<file path="config.mk">
export PLATFORM = sky130hd
export DESIGN_NAME = ctrcfg_access_check
export DESIGN_NICKNAME = d
export VERILOG_FILES = /design/src/rtl/ctrcfg_pkg.sv /design/src/rtl/ctrcfg_decode.sv /design/src/rtl/ctrcfg_ctrl.sv /design/src/rtl/ctrcfg_access_check.sv
export SDC_FILE = /design/constraint.sdc
export NUM_CORES = 1
export LEC_CHECK = 0
export BUFFER_PORTS_ARGS = -buffer_cell sky130_fd_sc_hd__buf_2
export CORE_UTILIZATION = 25
export CTS_CLUSTER_DIAMETER = 200
export DETAILED_ROUTE_END_ITERATION = 8
export REMOVE_ABC_BUFFERS = 1
export SYNTH_ARGS = -nofsm -noshare
export SYNTH_HDL_FRONTEND = slang
export SYNTH_SLANG_ARGS = --single-unit
</file>
<file path="constraint.sdc">
create_clock -name clk -period 0.8 [get_ports clk]
set_input_delay 0.08 -clock clk [delete_from_list [all_inputs] [get_ports clk]]
set_output_delay 0.08 -clock clk [all_outputs]
set_load 0.01 [all_outputs]
</file>
<file path="src/rtl/ctrcfg_pkg.sv">
package ctrcfg_pkg;

  typedef enum logic [2:0] {
    KIND_PERFORM = 3'd0,
    KIND_RAZ     = 3'd1,
    KIND_WI      = 3'd2,
    KIND_UNDEF   = 3'd3,
    KIND_TRAP    = 3'd4
  } accessKind_e;

  // Conditions the datapath derives from the encoding and counts
  typedef struct packed {
    logic match;
    logic overImpl;
    logic overAcc;
    logic userBit;
  } accessCond_t;

  // Strobes from control to datapath
  typedef struct packed {
    accessKind_e kind;
    logic [1:0]  trapLevel;
    logic        isTrap;
  } accessDecision_t;

  localparam logic [1:0] SEL_OP0     = 2'b11;
  localparam logic [2:0] SEL_OP1     = 3'b011;
  localparam logic [3:0] SEL_CRN     = 4'b1110;
  localparam logic [1:0] SEL_CRM_TOP = 2'b11;

endpackage

</file>
<file path="src/rtl/ctrcfg_decode.sv">
module ctrcfg_decode
  import ctrcfg_pkg::*;
#(
  parameter int NUM_CTR = 31,
  parameter int IDX_W = 5,
  parameter int CNT_W = 6,
  parameter logic [7:0] SYN_CLASS = 8'h18
) (
  input  logic               clk,
  input  logic               rstN,
  input  logic               inValid,
  input  logic [1:0]         op0,
  input  logic [2:0]         op1,
  input  logic [3:0]         crn,
  input  logic [3:0]         crm,
  input  logic [2:0]         op2,
  input  logic [NUM_CTR-1:0] userAccessMask,
  input  logic [CNT_W-1:0]   implCount,
  input  logic [CNT_W-1:0]   accCount,
  input  accessDecision_t    dec,
  output accessCond_t        cond,
  output logic               outValid,
  output logic [2:0]         outKind,
  output logic [1:0]         trapLevel,
  output logic [7:0]         syndromeClass,
  output logic [IDX_W-1:0]   counterIdx
);

  localparam int IDX_SPAN = 1 << IDX_W;

  logic [IDX_W-1:0]    idx;
  logic [CNT_W-1:0]    idxWide;
  logic [IDX_SPAN-1:0] maskPad;
  logic                slotOver;

  assign idx     = {crm[1:0], op2};
  assign idxWide = CNT_W'(idx);

  for (genvar i = 0; i < IDX_SPAN; i++) begin : g_mask
    if (i < NUM_CTR) begin : g_live
      assign maskPad[i] = userAccessMask[i];
    end else begin : g_pad
      assign maskPad[i] = 1'b0;
    end
  end

  assign slotOver = idxWide >= CNT_W'(NUM_CTR);

  always_comb begin
    cond.match    = (op0 == SEL_OP0) && (op1 == SEL_OP1) && (crn == SEL_CRN)
                    && (crm[3:2] == SEL_CRM_TOP);
    cond.overImpl = slotOver || (idxWide >= implCount);
    cond.overAcc  = idxWide >= accCount;
    cond.userBit  = maskPad[idx];
  end

  always_ff @(posedge clk or negedge rstN) begin
    if (!rstN) begin
      outValid      <= 1'b0;
      outKind       <= 3'd0;
      trapLevel     <= 2'd0;
      syndromeClass <= 8'd0;
      counterIdx    <= '0;
    end else if (inValid && cond.match) begin
      outValid      <= 1'b1;
      outKind       <= dec.kind;
      trapLevel     <= dec.trapLevel;
      syndromeClass <= dec.isTrap ? SYN_CLASS : 8'd0;
      counterIdx    <= idx;
    end else begin
      outValid      <= 1'b0;
      outKind       <= 3'd0;
      trapLevel     <= 2'd0;
      syndromeClass <= 8'd0;
      counterIdx    <= '0;
    end
  end

  assert_index_R1: assert property (@(posedge clk) disable iff (!rstN)
    (inValid && cond.match) |=> (outValid && counterIdx == $past({crm[1:0], op2})));

  assert_no_valid_R8: assert property (@(posedge clk) disable iff (!rstN)
    !(inValid && cond.match) |=> (!outValid && outKind == 3'd0 && syndromeClass == 8'd0));

  assert_undef_first_R2: assert property (@(posedge clk) disable iff (!rstN)
    (inValid && cond.match && cond.overImpl) |=> (outKind == KIND_UNDEF));

  assert_trap_class_R4: assert property (@(posedge clk) disable iff (!rstN)
    (outValid && outKind == KIND_TRAP) |-> (syndromeClass == SYN_CLASS && trapLevel != 2'd0));

  assert_quiet_class_R4: assert property (@(posedge clk) disable iff (!rstN)
    (outKind != KIND_TRAP) |-> (syndromeClass == 8'd0 && trapLevel == 2'd0));

endmodule

</file>
<file path="src/rtl/ctrcfg_ctrl.sv">
module ctrcfg_ctrl
  import ctrcfg_pkg::*;
(
  input  logic            clk,
  input  logic            rstN,
  input  accessCond_t     cond,
  input  logic            isRead,
  input  logic [1:0]      curLevel,
  input  logic            el2Enabled,
  input  logic            hostRedirect,
  input  logic            userEnAll,
  input  logic            userEnMasked,
  input  logic            userReadOnly,
  input  logic            fgRdTrap,
  input  logic            fgWrTrap,
  input  logic            l2MonTrap,
  input  logic            l3MonTrap,
  output accessDecision_t dec
);

  logic fgTrap;
  logic userBlocked;
  logic l2Hit;
  logic maskedRaz;
  logic maskedWi;

  assign fgTrap      = isRead ? fgRdTrap : fgWrTrap;
  assign userBlocked = !userEnAll && !userEnMasked;
  // level-2 chain: fine-grained, then monitor, then accessible range
  assign l2Hit       = el2Enabled && (fgTrap || l2MonTrap || cond.overAcc);
  assign maskedRaz   = userEnMasked && isRead && !cond.userBit;
  assign maskedWi    = userEnMasked && !isRead && (!cond.userBit || userReadOnly);

  always_comb begin
    dec.kind      = KIND_PERFORM;
    dec.trapLevel = 2'd0;
    dec.isTrap    = 1'b0;
    if (cond.overImpl) begin
      dec.kind = KIND_UNDEF;
    end else begin
      unique case (curLevel)
        2'd0: begin
          if (userBlocked) begin
            dec.kind      = KIND_TRAP;
            dec.isTrap    = 1'b1;
            dec.trapLevel = (el2Enabled && hostRedirect) ? 2'd2 : 2'd1;
          end else if (l2Hit) begin
            dec.kind      = KIND_TRAP;
            dec.isTrap    = 1'b1;
            dec.trapLevel = 2'd2;
          end else if (l3MonTrap) begin
            dec.kind      = KIND_TRAP;
            dec.isTrap    = 1'b1;
            dec.trapLevel = 2'd3;
          end else if (maskedRaz) begin
            dec.kind = KIND_RAZ;
          end else if (maskedWi) begin
            dec.kind = KIND_WI;
          end
        end
        2'd1: begin
          if (l2Hit) begin
            dec.kind      = KIND_TRAP;
            dec.isTrap    = 1'b1;
            dec.trapLevel = 2'd2;
          end else if (l3MonTrap) begin
            dec.kind      = KIND_TRAP;
            dec.isTrap    = 1'b1;
            dec.trapLevel = 2'd3;
          end
        end
        2'd2: begin
          if (l3MonTrap) begin
            dec.kind      = KIND_TRAP;
            dec.isTrap    = 1'b1;
            dec.trapLevel = 2'd3;
          end
        end
        default: dec.kind = KIND_PERFORM;
      endcase
    end
  end

  assert_trap_upward_R3: assert property (@(posedge clk) disable iff (!rstN)
    (dec.kind == KIND_TRAP) |-> (dec.trapLevel > curLevel));

  assert_top_level_R6: assert property (@(posedge clk) disable iff (!rstN)
    (curLevel == 2'd3 && !cond.overImpl) |-> (dec.kind == KIND_PERFORM));

  assert_user_only_R7: assert property (@(posedge clk) disable iff (!rstN)
    (dec.kind == KIND_RAZ || dec.kind == KIND_WI) |-> (curLevel == 2'd0 && userEnMasked));

endmodule

</file>
<file path="src/rtl/ctrcfg_access_check.sv">
module ctrcfg_access_check
  import ctrcfg_pkg::*;
#(
  parameter int NUM_CTR = 31,
  parameter int IDX_W = 5,
  parameter int CNT_W = IDX_W + 1,
  parameter logic [7:0] SYN_CLASS = 8'h18
) (
  input  logic               clk,
  input  logic               rstN,
  input  logic               inValid,
  input  logic [1:0]         op0,
  input  logic [2:0]         op1,
  input  logic [3:0]         crn,
  input  logic [3:0]         crm,
  input  logic [2:0]         op2,
  input  logic               isRead,
  input  logic [1:0]         curLevel,
  input  logic               el2Enabled,
  input  logic               hostRedirect,
  input  logic               userEnAll,
  input  logic               userEnMasked,
  input  logic               userReadOnly,
  input  logic [NUM_CTR-1:0] userAccessMask,
  input  logic               fgRdTrap,
  input  logic               fgWrTrap,
  input  logic               l2MonTrap,
  input  logic               l3MonTrap,
  input  logic [CNT_W-1:0]   implCount,
  input  logic [CNT_W-1:0]   accCount,
  output logic               outValid,
  output logic [2:0]         outKind,
  output logic [1:0]         trapLevel,
  output logic [7:0]         syndromeClass,
  output logic [IDX_W-1:0]   counterIdx
);

  accessCond_t     cond;
  accessDecision_t dec;

  ctrcfg_decode #(
    .NUM_CTR(NUM_CTR), .IDX_W(IDX_W), .CNT_W(CNT_W), .SYN_CLASS(SYN_CLASS)
  ) u_decode (
    .clk(clk), .rstN(rstN), .inValid(inValid),
    .op0(op0), .op1(op1), .crn(crn), .crm(crm), .op2(op2),
    .userAccessMask(userAccessMask), .implCount(implCount), .accCount(accCount),
    .dec(dec), .cond(cond),
    .outValid(outValid), .outKind(outKind), .trapLevel(trapLevel),
    .syndromeClass(syndromeClass), .counterIdx(counterIdx)
  );

  ctrcfg_ctrl u_ctrl (
    .clk(clk), .rstN(rstN), .cond(cond), .isRead(isRead), .curLevel(curLevel),
    .el2Enabled(el2Enabled), .hostRedirect(hostRedirect),
    .userEnAll(userEnAll), .userEnMasked(userEnMasked), .userReadOnly(userReadOnly),
    .fgRdTrap(fgRdTrap), .fgWrTrap(fgWrTrap),
    .l2MonTrap(l2MonTrap), .l3MonTrap(l3MonTrap), .dec(dec)
  );

endmodule

</file>
# Word level (Yosys, flattened, before mapping)
# Cells that the tools add are included.
# W data, S select, Z words.
[totals]
inputBits = 74
out_inout_bits = 19
register_bits = 19
word_cells = 57
[classes]
order_cmp = 4
reduce_logical = 20
n_eq_ne = 6
mux = 22
[ops]
columns = ["operator", "n"]
rows = [
  ["$mux W6", 4],
  ["$pmux W3 S3", 2],
  ["$mux W3", 5],
  ["$ge A5 B6 Y1", 2],
  ["$logic_and A1 B1 Y1", 11],
  ["$mux W5", 2],
  ["$mux W2", 4],
  ["$mux W8", 1],
  ["$eq A2 B2 Y1 const B", 3],
  ["$lt A5 B6 Y1 const B", 1],
  ["$bmux W1 S5", 1],
  ["$ge A5 B5 Y1 const B", 1],
  ["$eq A4 B4 Y1 const B", 1],
  ["$logic_not A1 Y1", 4],
  ["$logic_or A1 B1 Y1", 4],
  ["$eq A3 B2 Y1 const B", 1],
  ["$mux W1", 3],
  ["$eq A2 B1 Y1 const B", 1],
  ["$logic_not A2 Y1", 1],
]

# Longest topological paths before layout
[depth]
ltp_word = 14
depth_mapped = 10
ltp_nobuf = 8

# Modules after synthesis
# From an unflattened synthesis, not the netlist that was laid out.
[unflattened]
cells_unflattened = 124
area_unflattened_um2 = 1212.4
[modules_own_cells]
columns = ["module", "instances", "area_per_inst_um2", "seq_area_each_um2", "cells_each"]
rows = [
  ["ctrcfg_decode", 1, 1012.2, 300.3, 97],
  ["ctrcfg_ctrl", 1, 200.2, 0.0, 27],
]

# Worst setup path after synthesis
# Ideal clock, no wire load.
[synth_timing]
kind = "input to register"
startpoint = "input op2[0]"
endpoint = "register u_decode.outKind[1]"
setup_time_ns = 0.076
cell_stages = 10
path_slack_ns = -1.282
arrival_time_ns = 2.006
cell_sequence = "buf_2 -> buf_4 -> inv_2 -> ha_1 -> inv_1 -> a21oi_1 -> o311a_1 -> o21a_1 -> or4_1 -> o21ai_1"
[synth_between]
elab_chain_len = 13
word_cells_on_any_way = 21
classes_between = "order compare: 3; mux: 11; reduce/logical: 7"
[synth_rtl]
columns = ["item", "line_no", "rtl"]
rows = [
  ["start, declared", "ctrcfg_access_check.sv:16", "input logic [2:0] op2,"],
  ["$bmux W1 S5", "ctrcfg_decode.sv:54", "cond.userBit = maskPad[idx];"],
  ["$mux W1 (not written as such)", "ctrcfg_decode.sv:54", ""],
  ["$logic_not A1 Y1", "ctrcfg_ctrl.sv:31, ctrcfg_ctrl.sv:32", ""],
  ["$logic_or A1 B1 Y1", "ctrcfg_ctrl.sv:32", "assign maskedWi = userEnMasked && !isRead && (!cond.userBit || userReadOnly);"],
  ["$logic_and A1 B1 Y1", "ctrcfg_ctrl.sv:32", ""],
  ["$mux W2", "ctrcfg_ctrl.sv:57", "end else if (maskedWi) begin"],
  ["$mux W2", "ctrcfg_ctrl.sv:55", "end else if (maskedRaz) begin"],
  ["$mux W3", "ctrcfg_ctrl.sv:51", "end else if (l3MonTrap) begin"],
  ["$mux W6", "ctrcfg_ctrl.sv:47", "end else if (l2Hit) begin"],
  ["$mux W6", "ctrcfg_ctrl.sv:43", "if (userBlocked) begin"],
  ["$pmux W3 S3", "ctrcfg_ctrl.sv:41", "unique case (curLevel)"],
  ["$mux W3 (*)", "ctrcfg_ctrl.sv:38", "if (cond.overImpl) begin"],
  ["$mux W3 (*)", "ctrcfg_decode.sv:64", "end else if (inValid && cond.match) begin"],
  ["end signal, assigned", "ctrcfg_decode.sv:66", "outKind <= dec.kind;"],
  ["end, declared", "ctrcfg_decode.sv:23", "output logic [2:0] outKind,"],
]
# Every way passes the cells marked *; elsewhere a longest branch is shown, timed or not. The select of a mux whose other input is x is not followed.

# Worst setup path in the final report
[layout_timing]
startpoint = "input op2[2]"
endpoint = "register u_decode.outKind[1]"
# The elaborated chain is that of the path after synthesis.

==> flow_metrics.py <==
metrics = {
    "status": {
        "status": "complete, but fails checks",
        "failing_checks": "negative setup slack",
    },
    "hold_path": {
        "number_of_cells_traversed_by_the_worst_hold_path": 3,
        "hold_start": "userReadOnly",
        "hold_class": "input port to flop",
        "hold-path-endpoint": "u_decode.outKind[1]",
    },
    "placement": {
        "globalplace.congestion": 0.804,
        "placed_area_sq_um": 1710,
        "placement.io_buffers": 86,
        "place_hpwl_mm": 2.74,
    },
    "route": {
        "route.detailed.vias_per_inst": 4.41,
        "drc": 0,
        "sum_of_routed_wire_length_over_all_layers_mm": 3.21,
        "drt_iter0_drc": 68,
        "post_drt_wl_per_cell_um": 11.2,
        "antenna_left": 0,
        "dr.pass1.iters": 4,
        "via_count": 1262,
    },
    "cells_and_area": {
        "regArea_sq_um": 275,
        "final_cell_area_sq_um": 1920,
        "nNetsFinal": 319,
        "finalCoreUtilization_pct": 44.1,
        "diodes": 0,
        "post_synthesis_to_final_layout_area_growth_pct": 68.5,
        "layout.filler_cells": 438,
        "final_layout_size_suffix_gt1_share_pct": 53.8,
        "multiInputGateArea_sq_um": 861,
    },
    "power_and_ir_drop": {
        "worst_ir_drop_vdd_mv": 0.375,
        "power-per-cell-area_nw_per_um2": 910,
        "p_leak_nw": 1.07,
        "finalPower_mw": 1.75,
    },
    "worst_setup_path": {
        "arrival_ns": 1.71,
        "critPathKind": "input port to flop",
        "critical_path.endpoint_type": "flop",
        "critical_path_required_ns": 0.96,
        "startpoint_type": "input port",
        "crit_fanout": 2,
    },
    "timing": {
        "setup_viol": 11,
        "max_freq_ghz": 0.647,
        "minimum_clock_period_ns": 1.55,
        "rsz0062_at_grt": "yes",
        "setup_ws_ns": -0.746,
        "maxSlewViolCount": 0,
        "final.setup.tns_ns": -3.45,
        "final_critical_path_share_of_the_clock_period_pct": 193,
        "timing_hold_violations_final": 0,
    },
    "logic_synthesis": {
        "synth-seq-cells": 11,
        "synthesis.yosys.warnings": 0,
        "synth.cell_area_sq_um": 1140,
        "dominantRegCellSynth": "dfrtp_1",
        "synth_top_area_cell": "dfrtp_1",
        "yosysSeqAreaShare_pct": 24.1,
        "synth_top_cell_area_share_pct": 24.1,
        "yosys.cell_types.count": 45,
        "synth_edf_count": 0,
        "ys_async_sr_fraction_pct": 100,
        "synth.top_cells.by_area": "dfrtp_1 (24%), mux2i_1 (11%), ha_1 (11%), buf_4 (5.9%), a21oi_1 (3.5%)",
        "postSynthCellCount": 129,
        "avgSynthCellArea_sq_um": 8.84,
    },
    "floorplanning": {
        "chipWidth_um": 69.5,
        "y_dimension_of_the_die_um": 69.5,
        "rows": 24,
        "ioPinCount": 93,
        "design.die.area_sq_um": 4830,
        "floorplan.initialDensity_pct": 26.2,
        "core-area_sq_um": 4350,
    },
    "clock_tree": {
        "clockBufferDepth": 2,
        "cts_inserted_buffers": 3,
        "clock-sinks": 11,
        "ctsHtreeMaxLevel": 1,
        "tritoncts": "yes",
        "clk_pin_slew_ns": 0.05,
        "root_buffer": "clkbuf_8",
    },
    "grt": {
        "antenna_found_initial": 0,
        "grt_first_pass_wirelength_mm": 5.09,
        "grt_max_degree": 16,
        "grt_pass1_vias": 1186,
        "globalRouteOverflowTotal": 0,
        "grt_util_all_layers_pct": 13.2,
    },
    "run": {
        "cap_viol_max_count": 0,
    },
}
report_power, final:
part           switching [mW]  internal (mW)
sequential          0.0000210          0.558
combinational           0.288          0.366
clock                   0.189          0.348
total                   0.476           1.27
worst max-delay path by stage:
stage / from / to / cells after the start
after CTS: op2[2] / u_decode.outKind[1] / 8
final: op2[2] / u_decode.outKind[1] / 8
after floorplan: accCount[2] / u_decode.outKind[1] / 8
after global placement: op2[2] / u_decode.outKind[1] / 8
after detailed placement: op2[2] / u_decode.outKind[1] / 8
after global routing: op2[2] / u_decode.outKind[1] / 8
kinds of logic (layout without fill, tap and decap cells):
group | Yosys count | after routing | synth area share, %
adder cells (fa/ha/maj) | 10 | 10 | 11.0
other | 1 | 6 | 0.329
buffers and inverters | 22 | 122 | 10.3
flip-flops | 11 | 11 | 24.1
AND/OR/NAND/NOR | 41 | 41 | 21.4
multiplexers | 15 | 15 | 14.4
XOR/XNOR | 1 | 1 | 0.769
AO/OA/AOI/OAI | 28 | 28 | 17.7
metal layers:
layer | global-route usage [%] | up-vias | share of wire [%]
met2 | 23.5 | 39 | 52
li1 | - | 670 | -
met1 | 15.5 | 551 | 43
met4 | 5.44 | 0 | 0.59
met5 | 0 | - | 0
met3 | 2.18 | 2 | 4.5
repair_timing:
item | CTS | global route
pin swaps | 9 | 12
hold buffers | 1 | 0
buffers inserted | 1 | 2
hold endpoints to repair | 11 | 0
setup endpoints to repair | 15 | 23
gates resized for setup | 11 | 15
state kept, by name, summed over array words and instances (netlist names):
signal               cells
u_decode.counterIdx      5
u_decode.trapLevel       2
u_decode.outKind         3
u_decode.outValid        1
layout make-up:
cell class                      count  area share, %
Tap cell                           52           3.39
Timing Repair Buffer              107           32.8
Clock buffer                        4           2.35
Inverter                           11           2.28
Multi-Input combinational cell    101           44.8
Sequential cell                    11           14.3
cells in the final DEF (no fill, tap or decap), drive strengths merged, types with 2 or more instances in the layout:
cell type  count
nand4b         2
nand2b         4
nand3          4
a22oi          3
conb           6
and2           5
ha            10
nor2b          4
clkbuf         4
nor2           2
buf          106
nand4          2
o311a          2
mux2i         13
a211o          2
nand2          8
nand3b         2
a21oi          8
inv           11
dfrtp         11
o21a           2
a21boi         2
synthesized netlist by cell type, types with 2 or more instances:
library cell / number
a211o_1: 2
a21oi_1: 8
a22oi_1: 3
and2_1: 5
buf_4: 9
dfrtp_1: 11
ha_1: 10
inv_1: 10
mux2i_1: 13
nand2_1: 8
nand2b_1: 4
nand3_1: 4
nand3b_1: 2
nand4_1: 2
nand4b_1: 2
nor2_1: 2
nor2b_1: 4
o21a_1: 2
o311a_1: 2
through the flow:
stage	hold slack (ns)	instances	worst slack, ns
after detailed placement	-0.0427	279	-1.05
after global routing	0.123	286	-0.796
after CTS	0.106	285	-0.733
final	0.123	286	-0.746
after floorplan	-0.216	123	-0.884
after global placement	-0.0465	279	-1.05
critical path: stages:
cell     delay (ns)
buf_8          0.10
ha_4           0.23
a21oi_2        0.13
nor2b_1        0.06
o311a_1        0.34
o21a_1         0.19
or4_1          0.46
o21ai_1        0.12
Note: power is estimated with default switching activity, not from simulation.
